File: config.mk
export PLATFORM = sky130hd
export DESIGN_NAME = slave_serial_cfg
export DESIGN_NICKNAME = d
export VERILOG_FILES = /design/src/rtl/slave_serial_cfg.sv
export SDC_FILE = /design/constraint.sdc
export NUM_CORES = 1
export LEC_CHECK = 0
export BUFFER_PORTS_ARGS = -buffer_cell sky130_fd_sc_hd__buf_2
export CAP_MARGIN = 0
export CORE_MARGIN = 3
export CORE_UTILIZATION = 61
export CTS_CLUSTER_DIAMETER = 50
export DETAILED_ROUTE_END_ITERATION = 8
export PLACE_DENSITY = 0.95
export SKIP_LAST_GASP = 1
export SLEW_MARGIN = 15
export SYNTH_ARGS = -nofsm -noshare
export SYNTH_HDL_FRONTEND = slang
export SYNTH_SLANG_ARGS = --single-unit
File: constraint.sdc
create_clock -name clk -period 5.6 [get_ports clk]
set_input_delay 0.56 -clock clk [delete_from_list [all_inputs] [get_ports clk]]
set_output_delay 0.56 -clock clk [all_outputs]
set_load 0.005 [all_outputs]
File: src/rtl/slave_serial_cfg.sv
module slave_serial_cfg #(
  parameter int LEN_W        = 24,
  parameter int CLK_DIV      = 3,
  parameter int PROG_HOLD    = 64,
  parameter int INIT_TIMEOUT = 100000,
  parameter int DONE_TIMEOUT = 100000
) (
  input  logic             clk,
  input  logic             rst_n,
  input  logic             start,
  input  logic [LEN_W-1:0] img_len,
  input  logic [7:0]       in_data,
  input  logic             in_valid,
  input  logic             in_err,
  output logic             in_ready,
  output logic             cfg_prog_n,
  output logic             cfg_cclk,
  output logic             cfg_din,
  input  logic             cfg_init_n,
  input  logic             cfg_done,
  output logic             busy,
  output logic             load_ok,
  output logic             timeout_err
);
  localparam int TMAX = (INIT_TIMEOUT > DONE_TIMEOUT) ? INIT_TIMEOUT : DONE_TIMEOUT;
  localparam int CMAX = (TMAX > PROG_HOLD) ? TMAX : PROG_HOLD;
  localparam int CW   = $clog2(CMAX + 1);
  localparam int DW   = $clog2(CLK_DIV + 1);

  typedef enum logic [2:0] {S_IDLE, S_PROG, S_WINIT, S_FETCH, S_SHIFT, S_FLUSH} st_t;

  st_t              st;
  logic [CW-1:0]    cnt;
  logic [DW-1:0]    div;
  logic [7:0]       sreg;
  logic [2:0]       bitn;
  logic [LEN_W-1:0] left;
  logic [1:0]       init_q, done_q;
  logic             prog_r, cclk_r;

  wire half_end = (div == DW'(CLK_DIV - 1));

  assign busy       = (st != S_IDLE);
  assign in_ready   = (st == S_FETCH);
  assign cfg_prog_n = prog_r;
  assign cfg_cclk   = cclk_r;
  assign cfg_din    = (st == S_SHIFT) && sreg[7];

  always_ff @(posedge clk or negedge rst_n) begin
    if (!rst_n) begin
      st <= S_IDLE; cnt <= '0; div <= '0; sreg <= '0; bitn <= '0; left <= '0;
      init_q <= '0; done_q <= '0; prog_r <= 1'b1; cclk_r <= 1'b0;
      load_ok <= 1'b0; timeout_err <= 1'b0;
    end else begin
      init_q <= {init_q[0], cfg_init_n};
      done_q <= {done_q[0], cfg_done};
      case (st)
        S_IDLE:
          if (start) begin
            st <= S_PROG; cnt <= '0; left <= img_len; prog_r <= 1'b0;
            load_ok <= 1'b0; timeout_err <= 1'b0;
          end
        S_PROG:
          if (cnt == CW'(PROG_HOLD - 1)) begin
            prog_r <= 1'b1; cnt <= '0; st <= S_WINIT;
          end else cnt <= cnt + 1'b1;
        S_WINIT:
          if (init_q[1]) begin
            cnt <= '0; div <= '0;
            st <= (left == '0) ? S_FLUSH : S_FETCH;
          end else if (cnt == CW'(INIT_TIMEOUT - 1)) begin
            timeout_err <= 1'b1; st <= S_IDLE;
          end else cnt <= cnt + 1'b1;
        S_FETCH:
          if (in_valid) begin
            div <= '0;
            if (in_err) begin
              cnt <= '0; st <= S_FLUSH;
            end else begin
              sreg <= in_data; bitn <= '0; st <= S_SHIFT;
            end
          end
        S_SHIFT:
          if (half_end) begin
            div <= '0;
            if (!cclk_r) cclk_r <= 1'b1;
            else begin
              cclk_r <= 1'b0;
              if (bitn == 3'd7) begin
                left <= left - 1'b1;
                cnt  <= '0;
                st   <= (left == LEN_W'(1)) ? S_FLUSH : S_FETCH;
              end else begin
                bitn <= bitn + 1'b1;
                sreg <= {sreg[6:0], 1'b0};
              end
            end
          end else div <= div + 1'b1;
        S_FLUSH:
          if (done_q[1]) begin
            load_ok <= 1'b1; cclk_r <= 1'b0; st <= S_IDLE;
          end else if (half_end) begin
            div <= '0;
            if (!cclk_r) cclk_r <= 1'b1;
            else begin
              cclk_r <= 1'b0;
              if (cnt == CW'(DONE_TIMEOUT - 1)) begin
                timeout_err <= 1'b1; st <= S_IDLE;
              end else cnt <= cnt + 1'b1;
            end
          end else div <= div + 1'b1;
        default: st <= S_IDLE;
      endcase
    end
  end


  idle_levels_chk: assert property (@(posedge clk) disable iff (!rst_n)
    !busy |-> (cfg_prog_n && !cfg_cclk && !cfg_din));

  prog_quiet_clk_chk: assert property (@(posedge clk) disable iff (!rst_n)
    !cfg_prog_n |-> !cfg_cclk);

  din_hold_chk: assert property (@(posedge clk) disable iff (!rst_n)
    (cfg_cclk && $past(cfg_cclk)) |-> $stable(cfg_din));

  take_only_low_chk: assert property (@(posedge clk) disable iff (!rst_n)
    in_ready |-> (busy && !cfg_cclk && cfg_prog_n));

  ok_ends_load_chk: assert property (@(posedge clk) disable iff (!rst_n)
    $rose(load_ok) |-> $fell(busy));

  ok_sticky_chk: assert property (@(posedge clk) disable iff (!rst_n)
    (load_ok && !start) |=> load_ok);

  err_sticky_chk: assert property (@(posedge clk) disable iff (!rst_n)
    (timeout_err && !start) |=> timeout_err);

  excl_flags_chk: assert property (@(posedge clk) disable iff (!rst_n)
    !(load_ok && timeout_err));
endmodule

[Word level (Yosys, flattened, before mapping)]
Index checks and enable logic that the tools add are counted.
Word-level totals
  output and inout port bits: 7
  latch bits: 0
  ROM bits: 0
  memory bits (writable): 0
  bits in registers: 65
  memories kept: 0
  logic and storage cells: 128
  input port bits: 39
Cells by class
  multiplexer cells: 65
  bitwise logic cells: 0
  add/subtract/negate cells: 4
  div/mod/pow operators: 0
  eq/ne operators: 27
  shift operators: 0
  $lt $le $gt $ge: 0
  multipliers: 0
  reduce and logical (&&, ||, !) cells: 20
Operator list (number)
  17-bit two-way mux: 12
  17-bit one-hot mux with 6 select lines: 1
  24-bit two-way mux: 4
  3-bit two-way mux: 18
  24-bit one-hot mux with 2 select lines: 1
  8-bit two-way mux: 5
  2-bit inequality test (second input constant): 14
  24-bit by 1-bit equality test with 1-bit output (second input constant): 1
  24-bit logical NOT: 1
  24-bit by 1-bit subtractor with 24-bit output (second input constant): 1
  3-bit one-hot mux with 6 select lines: 1
  17-bit by 1-bit adder with 17-bit output (second input constant): 1
  17-bit equality test (second input constant): 1
  17-bit by 6-bit equality test with 1-bit output (second input constant): 1
  8-bit one-hot mux with 2 select lines: 1
  1-bit two-way mux: 12
  6-bit AND reduction: 2
  10-bit AND reduction: 1
  2-bit nonzero test: 5
  3-bit equality test (second input constant): 3
  2-bit two-way mux: 4
  2-bit one-hot mux with 4 select lines: 1
  8-bit AND reduction: 1
  3-bit by 2-bit equality test with 1-bit output (second input constant): 2
  other kinds (17): 22

[Longest topological paths before layout]
  depth in word-level cells: 6
  mapped depth: 10
  depth with buffers taken out: 8

[Worst setup path before layout]
Ideal clock, no wire load.
  path kind: reg-to-reg
  start point: reg left[10]
  end point: reg left[23]
  data required time: 5.479 ns
  library setup time: 0.121 ns
  arrival time: 2.435 ns
  buffers on the path: 2
  slack: 3.044 ns
  cell stages (with the launch flop): 9
  clock period less this slack: 2.556 ns
  cells stage by stage: dfrtp_1 -> or3_1 -> buf_2 -> or4_1 -> buf_2 -> or4_4 -> nor4_4 -> a31oi_1 -> o22a_1
On the way
  word-level cells in the longest chain between the ends: 5
RTL lines
  start, declared: line 37  | logic [LEN_W-1:0] left;
  start signal, assigned: line 90  | left <= left - 1'b1;
  24-bit by 1-bit subtractor with 24-bit output: line 90
  24-bit two-way mux: line 89  | if (bitn == 3'd7) begin
  24-bit two-way mux: line 86  | if (!cclk_r) cclk_r <= 1'b1;
  24-bit two-way mux: line 84  | if (half_end) begin
  24-bit one-hot mux with 2 select lines: line 57  | case (st)
No other way between the ends. The select of a mux whose other input is x is not followed.
A chain may end at the register's enable or synchronous reset.

[Worst setup path after layout]
  start point: reg st[0]
  end point: reg cnt[4]
On the way
  word-level cells in the longest chain between the ends: 3
  elaborated cells between the ends (all ways): 18
  classes of those cells: eq/ne (14); mux (1); reduce/logical (3)
RTL lines
  start, declared: line 32  | st_t st;
  start signal, assigned: line 70  | st <= (left == '0) ? S_FLUSH : S_FETCH;
  start signal, assigned: line 92  | st <= (left == LEN_W'(1)) ? S_FLUSH : S_FETCH;
  3-bit by 2-bit equality test with 1-bit output (tied with other cells): line 57
  6-bit nonzero test (no source line) (tied with other cells)
  10-bit AND reduction (no source line)
  end signal, assigned: line 66  | end else cnt <= cnt + 1'b1;
  end signal, assigned: line 73  | end else cnt <= cnt + 1'b1;
  end signal, assigned: line 109  | end else cnt <= cnt + 1'b1;
  end, declared: line 33  | logic [CW-1:0] cnt;
Parallel ways exist; a longest one is shown, timed or not.

==> results <==
- In this run the horizontal extent of the chip is 84.9 um.
- The H-tree depth reported by CTS is 3.
- The full die area is 7210 um^2.
- The vias per cell is 6.70.
- The number of antenna violations at the first check in global routing is 0.
- The later pin in the worst-skew pair is clocked with a latency of 0.35 ns.
- The kind of capture point of the worst setup path is a register.
- OpenSTA, run right after detailed placement, puts the worst setup slack at 2.54 ns.
- The final setup violation count is 0.
- IR analysis of the VDD net gives a maximum drop of 0.397 mV.
- The tree is rooted in a sky130_fd_sc_hd__clkbuf_8.
- The number of enable flip-flop cells after synthesis is 0.
- The clock input transition at the sequential cells of the worst setup and hold paths is 0.09 ns.
- The cell leakage power is 1.81 nW.
- The maximum frequency from static timing analysis is 350 MHz.
- The sequential cell area is 1630 um^2.
- The via count of the routed design is 3,848.
- The register bit count reported by yosys is 65.
- Subtracting the final worst setup slack from the clock period gives 2.86 ns.
- For this configuration, the core starts out at a cell density of 63.4%.
- In the synthesized netlist the dominant register cell turns out to be sky130_fd_sc_hd__dfrtp_1.
- The number of global-route vias before repair is 3,632.
- Leaving out fill and tap cells, the most frequent cells in the layout are sky130_fd_sc_hd__dfrtp_1, sky130_fd_sc_hd__a21oi_1, sky130_fd_sc_hd__nand2_1, sky130_fd_sc_hd__nor2_1, sky130_fd_sc_hd__o21ai_0.
- The number of remaining DRC errors is 0.
- Summed over its instances, the top area cell type makes up 42.1% of the synthesized netlist area.
- The required time at the worst-slack endpoint is 5.89 ns.
- In this run the deepest clock path goes through 2 buffers.
- Summing all multi-input logic gate instances after layout gives 2070 um^2.
- Dividing the detail-routed wire length by the instance count gives 17.5 um.
- The remaining antenna violation count is 0.
- The count of boundary I/O pins is 46.
- 0 antenna diodes ended up in the layout.
- The vertical die dimension is 84.9 um.
- The largest fanout on the critical path is 17.
- The number of port buffers is 45.
- The number of DRC violations after detailed-routing iteration 0 is 327.
- STA classifies the critical path startpoint as a register.
- After global routing the overflow that remains totals 0.
- The CTS buffer count is 9.
- The final total negative setup slack is 0 ns.
- The library cell used most frequently in the layout, excluding fill and tap cells, is sky130_fd_sc_hd__dfrtp_1.
- The final number of max-transition violations is 0.
- The cell area that synthesis handed to floorplanning was 3800 um^2.
- The filler cell count in the final layout is 436.
- The layout cell share with drive strength beyond 1 is 15.4%.
- Traced cell by cell, the critical path runs through and3b_1 -> o21ai_0 -> nand4_1 -> a211oi_2 -> a21o_1 -> a22o_1.
- Counting flops with an async set or reset pin after synthesis yields a share of 100%.
- The total track usage is 28.1%.
- The number of buffers inserted for hold repair after clock tree synthesis is 0.
- The HPWL after detailed placement is 6640 um.
- The clock arrives with 0.00986 ns of skew.
- The global-route wire length before repair is 16,400 um.
- Of the available clock period, the critical path in the final layout requires 51.1%.
- The area overhead of the layout relative to synthesis is 12.6%.
- On the worst path, the slowest cell contributes a delay of 0.81 ns.
- Data arrives at the worst endpoint at 3.15 ns.
- The count of synthesis-stage warnings from yosys is 0.
- The maximum number of pins on one net before global-route repair is 66.
- The final critical-path setup slack is 2.74 ns.
- The overall routed net length is 10,000 um.
- The final hold violation count is 0.
- The average cell area after synthesis is 8.31 um^2.
- The clock tree from TritonCTS is done.
- Counting every net in the synthesized netlist gives 502.
- The setup path with the least slack is of type register to register.
- Setup repair after global routing left no endpoint under its margin.
- The largest individual stage delay along the critical path comes from the cell sky130_fd_sc_hd__a211oi_2.
- The clock sink count is 65.
- In this run the power density over the cells is 458 nW/um^2.
- The post-CTS setup-driven buffer insertion count is 0.
- The kind of path behind the tightest hold check is input pin to register.
- The most area-hungry cell type in the Yosys netlist is sky130_fd_sc_hd__dfrtp_1.
- The final weighted congestion in routability-driven placement is 0.964.
- On the critical path the largest part of the delay comes from compound AO/OA/AOI/OAI gates.
- At the pin with the least slew margin, the transition time is 0.974 ns.
- The core region is 5990 um^2.
- The floorplan has 28 rows.
- The number of buffers and inverters on the critical path is 0.
- After synthesis, the netlist uses 52 different library cells.
- Counting every instance in the synthesized netlist gives 457.
- Max-cap violations in this run came to 0.
- The tightest slew margin relative to the limit is 35.1%.
- In the final design database the tool counted 539 nets.
- After synthesis, flip-flops and latches occupy 42.8% of the total area.
- Yosys attributes the largest share of cell area to sky130_fd_sc_hd__dfrtp_1, sky130_fd_sc_hd__a21oi_1, sky130_fd_sc_hd__o21ai_0.
- The flow ran to the end, and the final reports show no timing, DRC or antenna violations.
- The post-cts resize count is 0.
- The first detailed-routing pass took 5 iterations.
[state kept, by name, summed over array words and instances (netlist names)]
| name | count |
|---|---|
| div | 2 |
| done_q | 2 |
| load_ok | 1 |
| bitn | 3 |
| st | 3 |
| cnt | 17 |
| cfg_prog_n | 1 |
| sreg | 8 |
| timeout_err | 1 |
| cfg_cclk | 1 |
| init_q | 2 |
| left | 24 |
[per-layer routing]
layer  up-vias  track usage [%]  share of wire, %
met3        39             4.66               7.5
met5         -                0                 0
met4         0             14.2               3.3
met1      1822             34.9                40
li1       1769                -                 -
met2       218             47.1                49
[Yosys cell counts (2+ instances only)]
cell type / number
sky130_fd_sc_hd__dfrtp_1: 64
sky130_fd_sc_hd__a21oi_1: 54
sky130_fd_sc_hd__nand2_1: 48
sky130_fd_sc_hd__nor2_1: 48
sky130_fd_sc_hd__o21ai_0: 48
sky130_fd_sc_hd__clkbuf_1: 19
sky130_fd_sc_hd__nand3_1: 18
sky130_fd_sc_hd__a31oi_1: 12
sky130_fd_sc_hd__nor4_1: 10
sky130_fd_sc_hd__nand2b_1: 9
sky130_fd_sc_hd__nor3_1: 9
sky130_fd_sc_hd__or3_1: 8
sky130_fd_sc_hd__a22o_1: 7
sky130_fd_sc_hd__inv_1: 7
sky130_fd_sc_hd__nand4_1: 7
sky130_fd_sc_hd__a22oi_1: 6
sky130_fd_sc_hd__ha_1: 6
sky130_fd_sc_hd__or4_1: 6
sky130_fd_sc_hd__o22ai_1: 5
sky130_fd_sc_hd__and2_1: 4
sky130_fd_sc_hd__o31ai_1: 4
sky130_fd_sc_hd__o32ai_1: 4
sky130_fd_sc_hd__a21boi_0: 3
sky130_fd_sc_hd__a21o_1: 3
sky130_fd_sc_hd__buf_2: 3
sky130_fd_sc_hd__mux2i_1: 3
sky130_fd_sc_hd__nor2b_1: 3
sky130_fd_sc_hd__nor3b_1: 3
sky130_fd_sc_hd__or2_2: 3
sky130_fd_sc_hd__a211oi_1: 2
sky130_fd_sc_hd__a221oi_1: 2
sky130_fd_sc_hd__a32oi_1: 2
sky130_fd_sc_hd__and3_1: 2
sky130_fd_sc_hd__and4_1: 2
sky130_fd_sc_hd__buf_1: 2
sky130_fd_sc_hd__nand3b_1: 2
sky130_fd_sc_hd__o21a_1: 2
sky130_fd_sc_hd__o22a_1: 2
sky130_fd_sc_hd__o2bb2ai_1: 2
[power by group]
part	switching, W	internal (W)
Combinational	0.000483	0.000287
Clock	0.000208	0.000209
Sequential	0.000164	0.000608
Total	0.000855	0.00110
[logic make-up (layout without fill, tap and decap cells)]
family | count (synthesis) | count (layout) | synth area share [%]
compound gates | 162 | 162 | 25.6
flops | 65 | 65 | 42.8
buf+inv | 31 | 73 | 3.16
fa+ha+maj | 6 | 6 | 1.98
xor+xnor | 1 | 1 | 0.231
simple gates | 188 | 188 | 25.1
mux | 4 | 4 | 1.09
[area by class of cell]
class	instances	share of cell area, %
Clock buffer	9	2.90
Clock inverter	7	1.78
Inverter	7	0.614
Multi-Input combinational cell	361	48.3
Sequential cell	65	38.1
Tap cell	75	2.19
Timing Repair Buffer	50	6.14
[worst paths after layout]
| path | start | end | slack [ns] | depth (start not counted) |
|---|---|---|---|---|
| max | st[0] | cnt[4] | 2.74 | 6 |
| min | cfg_done | done_q[0] | 0.32 | 1 |
| max reg2reg | st[0] | cnt[4] | 2.74 | 6 |
| min reg2reg | done_q[0] | done_q[1] | 0.35 | 0 |
| max in group asynchronous | rst_n | init_q[0] | 4.69 | 2 |
| min in group asynchronous | rst_n | cnt[6] | 0.38 | 2 |
[per-stage QoR]
stage	std cells	power, W	util (%)	instance area (um^2)	hold WS [ns]
2_1_floorplan	457	0.00129	-	3800	0.264
3_3_place_gp	558	0.00145	68.0	4070	0.332
3_5_place_dp	558	0.00151	68.0	4070	0.335
4_1_cts	574	0.00193	71.3	4270	0.310
5_1_grt	574	0.00208	71.4	4280	0.305
6_report	574	0.00196	71.4	4280	0.317
Power figures use the tool's default switching activity.
